<file path="src/rtl/hang_pkg.sv">
package hang_pkg;
  localparam int unsigned DBG_W      = 32;
  localparam int unsigned PRE_W      = 10;
  localparam int unsigned THR_W      = 16;
  localparam int unsigned TS_W       = 64;
  localparam logic [THR_W-1:0] THR_NEVER = '1;

  localparam int unsigned B_FLAG  = 0;
  localparam int unsigned B_TYPE  = 1;
  localparam int unsigned B_EN    = 2;
  localparam int unsigned B_CKEN  = 3;
  localparam int unsigned B_CLR   = 9;
  localparam int unsigned B_THR   = 16;

  localparam int unsigned W_CTRL  = 'h000;
  localparam int unsigned W_MASK  = 'h001;
  localparam int unsigned W_TS_LO = 'h100;
  localparam int unsigned W_TS_HI = 'h101;
  localparam int unsigned W_DBG0  = 'h102;

  function automatic logic [TS_W-1:0] bin2gray(input logic [TS_W-1:0] b);
    return b ^ (b >> 1);
  endfunction
endpackage

</file>
<file path="src/rtl/hang_rst_sync.sv">
module hang_rst_sync #(
  parameter int unsigned STAGES = 2
) (
  input  logic clk,
  input  logic arst_n,
  output logic rst_n
);
  logic [STAGES-1:0] sync_q;

  always_ff @(posedge clk or negedge arst_n) begin
    if (!arst_n) sync_q <= '0;
    else         sync_q <= {sync_q[STAGES-2:0], 1'b1};
  end

  assign rst_n = sync_q[STAGES-1];
endmodule

</file>
<file path="src/rtl/hang_timer.sv">
module hang_timer
  import hang_pkg::*;
(
  input  logic             clk,
  input  logic             rst_n,
  input  logic             warm_clr,
  input  logic             sw_clr,
  input  logic             en,
  input  logic             accum,
  input  logic [THR_W-1:0] thres,
  input  logic             hit,
  input  logic             frozen,
  output logic             fire
);
  localparam logic [PRE_W-1:0] PRE_LAST = '1;

  logic [PRE_W-1:0] pre_q, pre_d;
  logic [THR_W-1:0] unit_q, unit_d;
  logic             active, wrap, at_thr;

  assign active = en & hit & ~frozen;
  assign wrap   = (pre_q == PRE_LAST);
  assign at_thr = (unit_q == thres);
  assign fire   = active & wrap & at_thr & (thres != THR_NEVER);

  always_comb begin
    pre_d  = pre_q;
    unit_d = unit_q;
    if (warm_clr || sw_clr) begin
      pre_d  = '0;
      unit_d = '0;
    end else if (active) begin
      pre_d = pre_q + 1'b1;
      if (wrap && !at_thr) unit_d = unit_q + 1'b1;
    end else if (!accum && (!hit || !en)) begin
      pre_d  = '0;
      unit_d = '0;
    end
  end

  always_ff @(posedge clk or negedge rst_n) begin
    if (!rst_n) begin
      pre_q  <= '0;
      unit_q <= '0;
    end else begin
      pre_q  <= pre_d;
      unit_q <= unit_d;
    end
  end
endmodule

</file>
<file path="src/rtl/hang_capture.sv">
module hang_capture
  import hang_pkg::*;
#(
  parameter int unsigned NUM_PORTS = 4
) (
  input  logic                       clk,
  input  logic                       rst_n,
  input  logic                       fire,
  input  logic                       sw_clr,
  input  logic [NUM_PORTS*DBG_W-1:0] dbg_in,
  input  logic [TS_W-1:0]            ts_gray,
  output logic [NUM_PORTS*DBG_W-1:0] dbg_cap,
  output logic [TS_W-1:0]            ts_cap
);
  logic [TS_W-1:0] ts_d;

  always_comb begin
    ts_d = ts_cap;
    if (sw_clr)    ts_d = '0;
    else if (fire) ts_d = ts_gray;
  end

  always_ff @(posedge clk or negedge rst_n) begin
    if (!rst_n) ts_cap <= '0;
    else        ts_cap <= ts_d;
  end

  for (genvar i = 0; i < NUM_PORTS; i++) begin : g_port
    logic [DBG_W-1:0] word_d;
    always_comb begin
      word_d = dbg_cap[i*DBG_W +: DBG_W];
      if (sw_clr)    word_d = '0;
      else if (fire) word_d = dbg_in[i*DBG_W +: DBG_W];
    end
    always_ff @(posedge clk or negedge rst_n) begin
      if (!rst_n) dbg_cap[i*DBG_W +: DBG_W] <= '0;
      else        dbg_cap[i*DBG_W +: DBG_W] <= word_d;
    end
  end
endmodule

</file>
<file path="src/rtl/bus_hang_snapshot.sv">
module bus_hang_snapshot
  import hang_pkg::*;
#(
  parameter int unsigned NUM_PORTS = 4,
  parameter int unsigned ADDR_W    = 12
) (
  input  logic                       clk,
  input  logic                       por_n,
  input  logic                       warm_rst_n,
  input  logic                       psel,
  input  logic                       penable,
  input  logic                       pwrite,
  input  logic [ADDR_W-1:0]          paddr,
  input  logic [31:0]                pwdata,
  output logic [31:0]                prdata,
  input  logic [NUM_PORTS-1:0]       port_busy,
  input  logic [NUM_PORTS*DBG_W-1:0] port_dbg,
  output logic                       hang_flag
);
  localparam int unsigned WIDX_W = ADDR_W - 2;

  logic rst_n;
  hang_rst_sync #(.STAGES(2)) u_rst (.clk(clk), .arst_n(por_n), .rst_n(rst_n));

  logic [WIDX_W-1:0] widx;
  logic              aligned, wr_ctrl, wr_mask;
  assign widx    = paddr[ADDR_W-1:2];
  assign aligned = (paddr[1:0] == 2'b00);
  assign wr_ctrl = psel & penable & pwrite & aligned & (widx == WIDX_W'(W_CTRL));
  assign wr_mask = psel & penable & pwrite & aligned & (widx == WIDX_W'(W_MASK));

  logic             en_q, type_q, cken_q, clr_q, flag_q;
  logic             en_d, type_d, cken_d, clr_d, flag_d;
  logic [THR_W-1:0] thr_q, thr_d;
  logic [NUM_PORTS-1:0] mask_q, mask_d;
  logic             sw_clr, warm_clr, fire, hit;

  assign sw_clr   = clr_q & cken_q;
  assign warm_clr = ~warm_rst_n;
  assign hit      = |(port_busy & ~mask_q);

  always_comb begin
    en_d   = en_q;
    type_d = type_q;
    cken_d = cken_q;
    clr_d  = clr_q;
    thr_d  = thr_q;
    mask_d = mask_q;
    flag_d = flag_q;
    if (wr_ctrl) begin
      en_d   = pwdata[B_EN];
      type_d = pwdata[B_TYPE];
      cken_d = pwdata[B_CKEN];
      clr_d  = pwdata[B_CLR];
      thr_d  = pwdata[B_THR +: THR_W];
    end
    if (wr_mask) mask_d = pwdata[NUM_PORTS-1:0];
    if (warm_clr) en_d = 1'b0;
    if (sw_clr)    flag_d = 1'b0;
    else if (fire) flag_d = 1'b1;
  end

  always_ff @(posedge clk or negedge rst_n) begin
    if (!rst_n) begin
      en_q   <= 1'b0;
      type_q <= 1'b0;
      cken_q <= 1'b0;
      clr_q  <= 1'b0;
      flag_q <= 1'b0;
      thr_q  <= '0;
      mask_q <= '0;
    end else begin
      en_q   <= en_d;
      type_q <= type_d;
      cken_q <= cken_d;
      clr_q  <= clr_d;
      flag_q <= flag_d;
      thr_q  <= thr_d;
      mask_q <= mask_d;
    end
  end

  logic [TS_W-1:0] ts_q;
  always_ff @(posedge clk or negedge rst_n) begin
    if (!rst_n) ts_q <= '0;
    else        ts_q <= ts_q + 1'b1;
  end

  hang_timer u_timer (
    .clk(clk), .rst_n(rst_n), .warm_clr(warm_clr), .sw_clr(sw_clr),
    .en(en_q), .accum(type_q), .thres(thr_q), .hit(hit),
    .frozen(flag_q), .fire(fire)
  );

  logic [NUM_PORTS*DBG_W-1:0] dbg_cap;
  logic [TS_W-1:0]            ts_cap;
  hang_capture #(.NUM_PORTS(NUM_PORTS)) u_cap (
    .clk(clk), .rst_n(rst_n), .fire(fire), .sw_clr(sw_clr),
    .dbg_in(port_dbg), .ts_gray(bin2gray(ts_q)),
    .dbg_cap(dbg_cap), .ts_cap(ts_cap)
  );

  always_comb begin
    prdata = '0;
    if (psel && aligned) begin
      if (widx == WIDX_W'(W_CTRL)) begin
        prdata[B_FLAG]          = flag_q;
        prdata[B_TYPE]          = type_q;
        prdata[B_EN]            = en_q;
        prdata[B_CKEN]          = cken_q;
        prdata[B_CLR]           = clr_q;
        prdata[B_THR +: THR_W]  = thr_q;
      end else if (widx == WIDX_W'(W_MASK)) begin
        prdata[NUM_PORTS-1:0] = mask_q;
      end else if (widx == WIDX_W'(W_TS_LO)) begin
        prdata = ts_cap[31:0];
      end else if (widx == WIDX_W'(W_TS_HI)) begin
        prdata = ts_cap[63:32];
      end
      for (int i = 0; i < NUM_PORTS; i++) begin
        if (widx == WIDX_W'(W_DBG0 + i)) prdata = dbg_cap[i*DBG_W +: DBG_W];
      end
    end
  end

  assign hang_flag = flag_q;
endmodule

</file>
<file path="config.mk">
export PLATFORM = sky130hd
export DESIGN_NAME = bus_hang_snapshot
export DESIGN_NICKNAME = d
export VERILOG_FILES = /design/src/rtl/hang_pkg.sv /design/src/rtl/hang_rst_sync.sv /design/src/rtl/hang_timer.sv /design/src/rtl/hang_capture.sv /design/src/rtl/bus_hang_snapshot.sv
export SDC_FILE = /design/constraint.sdc
export NUM_CORES = 1
export LEC_CHECK = 0
export BUFFER_PORTS_ARGS = -buffer_cell sky130_fd_sc_hd__buf_2
export CORE_ASPECT_RATIO = 0.75
export CORE_MARGIN = 2
export CORE_UTILIZATION = 44
export CTS_CLUSTER_SIZE = 20
export DETAILED_ROUTE_END_ITERATION = 7
export PLACE_DENSITY = 0.69
export SLEW_MARGIN = 0
export SYNTH_ARGS = -nofsm -noshare
export SYNTH_HDL_FRONTEND = slang
export SYNTH_HIERARCHICAL = 1
export SYNTH_SLANG_ARGS = --single-unit
</file>
<file path="constraint.sdc">
create_clock -name clk -period 19.3 [get_ports clk]
set_input_delay 3.86 -clock clk [delete_from_list [all_inputs] [get_ports clk]]
set_output_delay 3.86 -clock clk [all_outputs]
set_load 0.1 [all_outputs]
</file>
After elaboration in Yosys (flattened, before gate mapping)

Cells that the tools add are included.

Add/sub/neg operators: 3
Equality and inequality tests: 12
Multiplexer cells: 35
Bitwise gates (word level): 16
Reductions and logical operators: 15

Operators with widths:

| kind                  | count |
|---|---|
| $mux 32               | 15 |
| $mux 64               | 2 |
| $mux 16               | 5 |
| $add 64x1->64 const B | 1 |
| $xor 64x63->64        | 1 |
| $eq 10x9->1 const B   | 6 |
| $mux 10               | 3 |
| $mux 28               | 1 |
| $add 16x1->16 const B | 1 |
| $eq 16x16->1          | 1 |
| $ne 16x16->1 const B  | 1 |
| $and 1x1->1           | 11 |
| $add 10x1->10 const B | 1 |
| $eq 10x1->1 const B   | 1 |
| $eq 10x10->1 const B  | 1 |
| $logic_not 10->1      | 1 |
| $mux 4                | 2 |
| $mux 6                | 1 |
| $mux 1                | 5 |
| $mux 5                | 1 |
| $and 4x4->4           | 1 |
| $logic_not 1->1       | 4 |
| $not 4->4             | 1 |
| $reduce_or 4->1       | 1 |
| 9 further kinds       | 13 |

Flip-flop bits (word level): 309
Bits of input ports: 182
Word-level logic and storage cells: 97

Logic depth before layout (Yosys ltp)

Gate-level depths: netlist of the first run.

Depth after elaboration: 10
Mapped depth: 12
Gate-level depth less buffers: 8

Hierarchy

The synthesis of the first run kept the hierarchy.

By module, submodules not included:

| module            | times used | cells an instance | area an instance (um2) | seq. area each (um2) |
|---|---|---|---|---|
| hang_capture      | 1          | 619               | 7961.4                 | 4804.6 |
| bus_hang_snapshot | 1          | 696               | 6874.1                 | 2227.1 |
| hang_timer        | 1          | 215               | 1903.1                 | 650.6 |
| hang_rst_sync     | 1          | 3                 | 53.8                   | 50.0 |

Least setup slack after synthesis of the first run

OpenSTA, ideal clock, no wires.

Path type: in2out
From: input paddr[3]
To: output prdata[14]
Arrival: 7.670 ns
Data required time: 15.440 ns
Path slack: 7.770 ns
Cell stages on the path: 7
Path buffers: 3
Cell sequence: buf_2 > buf_2 > clkbuf_1 > o21ai_0 > a21oi_1 > o22ai_1 > nor4_1

Longest elaborated chain between the ends: 10
Elaborated cells between the ends (all ways): 17

Ends and longest elaborated chain:

| what                 | RTL line                 | RTL |
|---|---|---|
| start: declaration   | bus_hang_snapshot.sv:13  | `input logic [ADDR_W-1:0] paddr,` |
| $eq 10x9->1          | bus_hang_snapshot.sv:117 | `end else if (widx == WIDX_W'(W_TS_HI)) begin` |
| $mux 32              | bus_hang_snapshot.sv:117 |  |
| $mux 32              | bus_hang_snapshot.sv:115 | `end else if (widx == WIDX_W'(W_TS_LO)) begin` |
| $mux 28              | bus_hang_snapshot.sv:113 | `end else if (widx == WIDX_W'(W_MASK)) begin` |
| $mux 6               | bus_hang_snapshot.sv:106 | `if (widx == WIDX_W'(W_CTRL)) begin` |
| $mux 32 (3 in a row) | bus_hang_snapshot.sv:121 | `if (widx == WIDX_W'(W_DBG0 + i)) prdata = dbg_cap[i*DBG_W +: DBG_W];` |
| $mux 32 (*)          | bus_hang_snapshot.sv:121 |  |
| $mux 32 (*)          | bus_hang_snapshot.sv:105 | `if (psel && aligned) begin` |
| end: declaration     | bus_hang_snapshot.sv:15  | `output logic [31:0] prdata,` |

Mark *: on every way between the ends. The rest lies on a longest branch, timed or not.

Final worst setup path of the first run

From: input paddr[10]
To: output prdata[15]

The elaborated chain is that of the path after synthesis.

==> results of run 1 <==
==> power breakdown <==
| part | internal (W) | total (W) | switching [W] |
|---|---|---|---|
| Combinational | 0.0000206 | 0.0000553 | 0.0000347 |
| Clock | 0.000374 | 0.000644 | 0.000270 |
| Sequential | 0.000648 | 0.000652 | 0.00000352 |
==> worst register-to-register path, cell delays in order, from the launching register on <==
cell and delay [ps]:
dfrtp_1 490, xor2_1 200, nor4_2 410, nand4_2 560, nor4_4 440, buf_12 540, buf_4 1240, mux2i_1 340
nor2_1 60
==> state kept, by name, indices dropped and copies added, names as in the netlist <==
name	flops
mask_q	4
clr_q	1
en_q	1
thr_q	16
u_timer/unit_q	16
ts_q	64
type_q	1
u_cap/ts_cap	64
u_cap/dbg_cap	128
u_timer/pre_q	10
hang_flag	1
u_rst/sync_q	2
cken_q	1
==> synthesized netlist by cell type (20+ instances only) <==
cell type / n
clkbuf_1: 25
xor2_1: 46
nor2_1: 248
nand4_1: 26
xnor2_1: 36
dfrtp_1: 309
nor2b_1: 25
buf_12: 20
buf_2: 36
o21ai_0: 46
nand2_1: 68
ha_1: 64
nand3_1: 41
mux2i_1: 219
==> how the worst max path moves through the flow <==
stage	depth (start not counted)	slack [ps]	endpoint
after floorplan	7	7770	prdata[14]
after global placement	6	8350	prdata[15]
after detailed placement	6	8390	prdata[15]
after CTS	6	8390	prdata[15]
after global routing	6	8210	prdata[15]
final	6	8370	prdata[15]
==> routing by layer <==
| layer | vias to the layer above | routed length [um] |
|---|---|---|
| li1 | 5815 | - |
| met1 | 6300 | 20200 |
| met2 | 458 | 20400 |
| met3 | 85 | 3460 |
| met4 | 12 | 999 |
| met5 | - | 69 |
==> through the flow <==
step	hold WS (ps)	power (W)
floorplan	331	0.000689
global placement	337	0.000719
detailed placement	344	0.000719
CTS	358	0.00136
global route	378	0.00139
finish	355	0.00135
==> logic make-up (layout without fill, tap and decap cells) <==
group | after synthesis | in the layout | share of synthesized area (%)
buffers and inverters | 112 | 288 | 5.19
AND/OR/NAND/NOR | 519 | 519 | 15.7
adder cells (fa/ha/maj) | 64 | 64 | 4.77
other | 1 | 2 | 0.0223
flip-flops | 309 | 309 | 46.0
AO/OA/AOI/OAI | 193 | 193 | 8.23
XOR/XNOR | 82 | 82 | 4.28
multiplexers | 253 | 253 | 15.8
==> layout make-up <==
class / instances / area share (%)
repair buffers: 215 / 6.01
well taps: 504 / 3.34
inverters: 13 / 0.259
multi-input cells: 1112 / 43.5
diodes: 1 / 0.0133
clock buffers: 53 / 5.54
clock inverters: 7 / 0.299
flip-flops and latches: 309 / 41.0
==> results.yml, run 1 <==
timing:
  rsz0062_at_grt: "false"
  fmax_ghz: 0.0915
  worstMarginPinSlew_ps: 1210
  finalSetupTns_ps: 0
  finClkSkew_ps: 27.2
  min_period_ps: 10930
  slew_headroom_pct: 19.1
  fin_ws_ps: 8370
  setup_viol: 0
  maxSlewViolCount: 0
  period_share_pct: 56.6
  final_hold_viol_count: 0
grt:
  use_met1_pct: 31.4
  grt_max_degree: 147
  grt_pass1_vias: 12596
  use_met3_pct: 5.66
  busiest_layer: "met2"
  grt_antenna_before_repair: 7
  grt_pass1_wl_um: 71200
  use_met2_pct: 34.8
  grt_overflow: 0
  grt_use_total_pct: 22.5
finish:
  final_cells: 2214
  fillers: 3304
  layout-drive-gt1-share_pct: 20.0
  area_delta_synth_final_pct: 12.3
  final_common_cell: "dfrtp_1"
  design_area_mm2: 0.0189
  final_cell_mix: "dfrtp_1, nor2_1, mux2i_1, buf_2, nand2_1"
  multi_input_area_mm2: 0.00821
  nets: 1932
  regArea_mm2: 0.00774
  fin_util_pct: 50.5
clocking:
  post-cts-setup-buffers: 0
  clock_sinks: 309
  cts_max_level: 2
  cts_root_buffer: "clkbuf_16"
  clock_latency_ps: 530
  ctsHoldBuffers: 0
  clockBufferDepth: 3
  cts_resized: 0
  cts_tree: "done"
  clk_pin_slew_ps: 60
  numCtsBuffers: 35
critical_path:
  slowest_stage: "nor3b_2"
  worstSetupStartpointType: "input pin"
  end_kind: "output pin"
  critical-path-max-stage-delay_ps: 980
  critical_path_class: "in2out"
  worstReg2RegEnd: "u_cap/dbg_cap[13]"
  r2r_slack_ps: 14860
  required_ps: 15440
  path_max_fanout: 13
  startpoint: "paddr[10]"
  crit_chain: "buf_2 > or3b_4 > nor3b_2 > a21oi_1 > a221oi_1 > buf_2"
  path_common_cell: "buf_2"
  rr_startpoint: "thr_q[1]"
  r2r.worst_path.cells: 8
  critPathBufInv: 2
  crit_arrival_ps: 7070
  path_delay_family: "simple AND/OR/NAND/NOR gates"
floorplan:
  num_rows: 61
  die_w_um: 230
  start_util_pct: 45.0
  die-area_mm2: 0.0398
  io_pins: 215
  core_mm2: 0.0373
  dieHeight_um: 173
logic_synthesis:
  ys.flop_type: "dfrtp_1"
  async_reset_ff_share_pct: 100
  yosysWarningCount: 6
  yosysSeqAreaShare_pct: 46.0
  synth_nets: 1779
  synth.distinct_cells: 79
  synthTopCellsByArea: "dfrtp_1, mux2i_1, nor2_1, ha_1, xor2_1"
  synth_area_mm2: 0.0168
  syn_area_per_cell_um2: 11.0
  synth_edf_count: 0
  postSynthCellCount: 1533
  synth_area_leader_cell: "dfrtp_1"
  ys_ff_latch: 309
  yosysTopAreaCellShare_pct: 46.0
power_and_ir_drop:
  p_per_area_mw_per_mm2: 71.6
  p_leak_nw: 9.12
  ir_drop_mv: 0.0730
outcome:
  status: "complete, no violations"
place:
  port_buffers: 203
  hpwlAfterDp_um: 31100
  place_ws_ps: 8390
  place.gp.congestion: 0.849
  place_area_mm2: 0.0178
  dp.cells: 2153
detailed_routing:
  via_per_inst: 5.72
  first_iter_violations: 1201
  wl_per_cell_um: 20.4
  drt_wl_total_um: 45100
  dr.pass1.iters: 5
  vias: 12670
  drc: 0
  ant_nets: 0
min_path:
  hp-class: "reg2reg"
  worstHoldStart: "u_rst/sync_q[0]"
  whs_path_depth: 0
  hold-path-endpoint: "u_rst/sync_q[1]"
flow_run:
  maxCapViolations: 0
(Power assumes the default switching activity.)
==> run 2, diff against run 1 <==
--- a/config.mk
+++ b/config.mk
@@ -11,7 +11,7 @@
 export CORE_UTILIZATION = 44
 export CTS_CLUSTER_SIZE = 20
 export DETAILED_ROUTE_END_ITERATION = 7
-export PLACE_DENSITY = 0.69
+export PLACE_DENSITY = 0.72
 export SLEW_MARGIN = 0
 export SYNTH_ARGS = -nofsm -noshare
 export SYNTH_HDL_FRONTEND = slang
==> constraint.sdc (replaced) <==
create_clock -name clk -period 9.5 [get_ports clk]
set_input_delay 1.9 -clock clk [delete_from_list [all_inputs] [get_ports clk]]
set_output_delay 1.9 -clock clk [all_outputs]
set_load 0.1 [all_outputs]
==> run 2 against run 1 <==
  * Power rose by 100%
  * Count of clock-buffer cells in the layout increased by 2
  * Cell count increased by 0.14%
  * First-iteration DRC count is 14% lower
  * Utilization rose by 0.074 points
  * Sequential power increased by 100%
  * Flip-flop and latch count stayed put
  * Largest cell class unchanged
  * Highest routed layer unchanged
==> results.yml, run 2 (same netlist as run 1, synthesis figures left out) <==
timing:
  period_share_pct: 71.1
  finClkSkew_ps: 22.9
  min_period_ps: 6760
  fmax_ghz: 0.148
  final_hold_viol_count: 0
  worst_hold_slack_ps: 360
  finalSetupTns_ps: 0
  slew_headroom_pct: 17.2
  setup_viol: 0
  rsz0062_at_grt: "false"
  maxSlewViolCount: 0
  worstMarginPinSlew_ps: 1240
clocking:
  cts_resized: 0
  clockBufferDepth: 3
  post-cts-setup-buffers: 0
  cts_tree: "done"
  numCtsBuffers: 35
  cts_root_buffer: "clkbuf_16"
  ctsHoldBuffers: 0
  clock_sinks: 309
  cts_max_level: 2
  clk_pin_slew_ps: 60
  clock_latency_ps: 520
grt:
  grt_use_total_pct: 22.1
  grt_pass1_wl_um: 70400
  grt_antenna_before_repair: 4
  grt_overflow: 0
  grt_pass1_vias: 12553
  grt_max_degree: 169
detailed_routing:
  drc: 0
  first_iter_violations: 1031
  via_per_inst: 5.69
  ant_nets: 0
  wl_per_cell_um: 20.2
  drt_wl_total_um: 44800
  dr.pass1.iters: 5
  vias: 12618
critical_path:
  end_kind: "output pin"
  worstSetupStartpointType: "input pin"
  required_ps: 7600
  crit_arrival_ps: 4860
  worstReg2RegEnd: "u_cap/dbg_cap[82]"
  critical_path_class: "in2out"
  r2r.worst_path.cells: 7
  rr_startpoint: "thr_q[1]"
  path_max_fanout: 39
  r2r_slack_ps: 5810
min_path:
  hp-class: "reg2reg"
  whs_path_depth: 0
  hold-path-endpoint: "u_rst/sync_q[1]"
  worstHoldStart: "u_rst/sync_q[0]"
floorplan:
  io_pins: 215
  dieHeight_um: 173
  core_mm2: 0.0373
  die_w_um: 230
  num_rows: 61
  start_util_pct: 45.0
  die-area_mm2: 0.0398
finish:
  fin_util_pct: 50.6
  final_cell_mix: "dfrtp_1, nor2_1, mux2i_1, buf_2, nand2_1"
  nets: 1931
  top_regs: "u_cap/dbg_cap x128, ts_q x64, u_cap/ts_cap x64"
  regMostFlops: "u_cap/dbg_cap"
  final_common_cell: "dfrtp_1"
  layout-drive-gt1-share_pct: 19.9
  largest_register_ffs: 128
  area_delta_synth_final_pct: 12.5
power_and_ir_drop:
  p_per_area_mw_per_mm2: 147
  ir_drop_mv: 0.131
  power_w: 0.00277
  p_leak_nw: 9.13
place:
  place.gp.congestion: 0.858
  port_buffers: 203
  hpwlAfterDp_um: 31200
outcome:
  status: "complete, no violations"
flow_run:
  maxCapViolations: 0
## run 2: changes by cell type in the layout (fill, tap and decap cells not counted), sizes merged
| cell | change |
|---|---|
| buf | -1 |
| bufinv | +1 |
| clkbuf | +2 |
| clkinv | +1 |
| clkinvlp | -1 |
| diode | +1 |
## run 2: critical path, cell delays in order
cell and delay [ps]:
buf_2 580, nand4bb_1 1030, nor3b_1 460, a221oi_1 160, o22ai_1 210, buf_2 500
## run 2: metrics by stage
| stage | instances | setup slack [ps] | area, um2 |
|---|---|---|---|
| 2_1_floorplan | 1533 | 251 | 16800 |
| 3_3_place_gp | 2152 | 2830 | 17700 |
| 3_5_place_dp | 2152 | 2820 | 17700 |
| 4_1_cts | 2215 | 2790 | 18900 |
| 5_1_grt | 2215 | 2630 | 18900 |
| 6_report | 2217 | 2740 | 18900 |
## run 2: how the worst max path moves through the flow
stage | startpoint | endpoint | slack, ps | depth (start not counted)
4_1_cts | paddr[3] | prdata[3] | 2790 | 6
2_1_floorplan | u_rst/sync_q[1] | cken_q | 250 | 0
5_1_grt | paddr[3] | prdata[3] | 2630 | 6
3_5_place_dp | paddr[3] | prdata[3] | 2820 | 6
6_report | paddr[3] | prdata[3] | 2740 | 6
3_3_place_gp | paddr[3] | prdata[17] | 2830 | 6
## run 2: area by class of cell
cell class / count / area, um2
Tap cell: 504 / 631
Clock buffer: 55 / 1050
Inverter: 13 / 48.8
Fill cell: 3298 / 18400
Multi-Input combinational cell: 1112 / 8210
Clock inverter: 8 / 80.1
Antenna cell: 2 / 5.00
Timing Repair Buffer: 214 / 1130
Sequential cell: 309 / 7740
## run 2: power by group
group          switching (W)  internal [W]
Combinational      0.0000711     0.0000413
Sequential        0.00000463       0.00132
Clock               0.000541      0.000793
Total               0.000617       0.00215
## run 2: per-layer routing
layer,part of all wire (%),vias to the layer above,wire (um),global-route usage (%)
li1,-,5813,-,-
met1,44,6273,19600,30.7
met2,46,453,20600,34.6
met3,7.5,75,3380,4.95
met4,2.6,4,1170,6.47
met5,0.051,-,23,0
==> run 3, diff against run 2 <==
==> constraint.sdc (replaced) <==
create_clock -name clk -period 5.55 [get_ports clk]
set_input_delay 1.11 -clock clk [delete_from_list [all_inputs] [get_ports clk]]
set_output_delay 1.11 -clock clk [all_outputs]
set_load 0.1 [all_outputs]
==> run 3 against run 2 <==
  * First-iteration DRC count up 10%
  * Combinational power increased by 79%
  * Sequential share of layout area is 0.23 points lower
  * Wire length increased by 0.35%
  * Largest power group is now registers
==> results.yml, run 3 (same netlist as run 1, synthesis figures left out) <==
outcome:
  status: "complete, no violations"
critical_path:
  crit_arrival_ps: 3660
  critical_path_class: "in2out"
  crit_chain: "buf_2 > or3b_4 > nor3b_2 > buf_4 > a21oi_1 > a221oi_1 > buf_2"
  rr_startpoint: "thr_q[0]"
  r2r_slack_ps: 1790
  worstSetupStartpointType: "input pin"
  end_kind: "output pin"
  critPathBufInv: 3
  slowest_stage: "a221oi_1"
  worstReg2RegEnd: "u_cap/dbg_cap[70]"
  path_common_cell: "buf_2"
  r2r.worst_path.cells: 7
  required_ps: 4440
  path_max_fanout: 13
  critical-path-max-stage-delay_ps: 650
  path_delay_family: "buffers and inverters"
finish:
  layout-drive-gt1-share_pct: 20.4
  final_common_cell: "dfrtp_1"
  final_cell_mix: "dfrtp_1, nor2_1, mux2i_1, buf_2, nand2_1"
  top_regs: "u_cap/dbg_cap x128, ts_q x64, u_cap/ts_cap x64"
  final_cells: 2228
  area_delta_synth_final_pct: 13.1
  nets: 1946
  largest_register_ffs: 128
  regMostFlops: "u_cap/dbg_cap"
  fin_util_pct: 50.9
detailed_routing:
  vias: 12697
  dr.pass1.iters: 6
  drt_wl_total_um: 45000
  dr.max_layer_used: "met5"
  wl_met3_um: 3380
  first_iter_violations: 1137
  met2_length_um: 20500
  wl_met1_um: 20000
  drc: 0
  wl_per_cell_um: 20.2
  via_per_inst: 5.70
  ant_nets: 0
clocking:
  clockBufferDepth: 3
  clk_pin_slew_ps: 60
  cts_max_level: 2
  clock_sinks: 309
  ctsHoldBuffers: 0
  post-cts-setup-buffers: 0
  cts_resized: 0
  numCtsBuffers: 34
  cts_root_buffer: "clkbuf_16"
  clock_latency_ps: 500
  cts_tree: "done"
floorplan:
  die-area_mm2: 0.0398
  dieHeight_um: 173
  core_mm2: 0.0373
  die_w_um: 230
  num_rows: 61
  start_util_pct: 45.0
  io_pins: 215
grt:
  grt_antenna_before_repair: 6
  grt_overflow: 0
  grt_pass1_vias: 12482
  grt_max_degree: 150
  grt_pass1_wl_um: 71000
  grt_use_total_pct: 22.3
place:
  port_buffers: 203
  dp.cells: 2168
  place.gp.congestion: 0.883
  hpwlAfterDp_um: 32000
timing:
  rsz0062_at_grt: "false"
  final_hold_viol_count: 0
  min_period_ps: 4770
  period_share_pct: 86.0
  finalSetupTns_ps: 0
  slew_headroom_pct: 22.6
  setup_viol: 0
  maxSlewViolCount: 0
  fmax_ghz: 0.210
  worstMarginPinSlew_ps: 1150
  finClkSkew_ps: 27.0
min_path:
  hp-class: "reg2async"
power_and_ir_drop:
  ir_drop_mv: 0.232
  p_per_area_mw_per_mm2: 246
  seqPwrFrac_pct: 48.3
  power.switching_w: 0.00103
  clkPwrFrac_pct: 47.4
  pwr-share-comb_pct: 4.3
  intPower_w: 0.00365
  power_w: 0.00468
  netSwitchingFraction_pct: 22.0
  p_leak_nw: 9.18
flow_run:
  maxCapViolations: 0
## run 3: cell count changes in the layout (fill, tap and decap cells not counted), sizes merged
cell,delta
buf,+16
bufinv,+1
clkbuf,-3
clkinv,-4
clkinvlp,+1
## run 3: worst max-delay path by stage
stage,cells past startpoint,from,to,slack (ps)
floorplan,5,paddr[11],prdata[15],90
global placement,7,paddr[10],prdata[15],830
detailed placement,7,paddr[10],prdata[15],810
CTS,7,paddr[10],prdata[15],810
global route,7,paddr[10],prdata[15],700
finish,7,paddr[10],prdata[15],780
## run 3: area by class of cell
| class | count | area (um2) |
|---|---|---|
| Multi-Input combinational cell | 1112 | 8210 |
| Antenna cell | 2 | 5.00 |
| Tap cell | 504 | 631 |
| Fill cell | 3323 | 18300 |
| Inverter | 13 | 48.8 |
| Timing Repair Buffer | 230 | 1280 |
| Sequential cell | 309 | 7740 |
| Clock inverter | 6 | 86.3 |
| Clock buffer | 52 | 990 |
## run 3: power by group through the flow
stage,Combinational (W),Clock (W),Sequential [W]
2_1_floorplan,0.0000680,0,0.00233
3_3_place_gp,0.000198,0,0.00230
3_5_place_dp,0.000200,0,0.00230
4_1_cts,0.000201,0.00224,0.00226
5_1_grt,0.000219,0.00235,0.00226
6_report,0.000200,0.00222,0.00226
## run 3: per-layer routing
layer	vias up	global-route usage [%]
li1	5831	-
met5	-	0
met2	473	34.7
met3	66	4.47
met1	6319	31.7
met4	8	5.90
## run 3: worst register-to-register path, cell delays in order, from the launching register on
cell     delay, ps
dfrtp_1        500
xor2_1         200
nor4_2         380
nand4_2        550
nor4_4        1120
buf_12         440
mux2i_1        360
nor2_1          60
## run 3: through the flow
step | worst slack (ps) | instance area, um2 | hold WS (ps)
floorplan | 85.9 | 16800 | 331
global placement | 834 | 17900 | 338
detailed placement | 815 | 17900 | 339
CTS | 807 | 19000 | 364
global route | 702 | 19000 | 365
finish | 777 | 19000 | 359
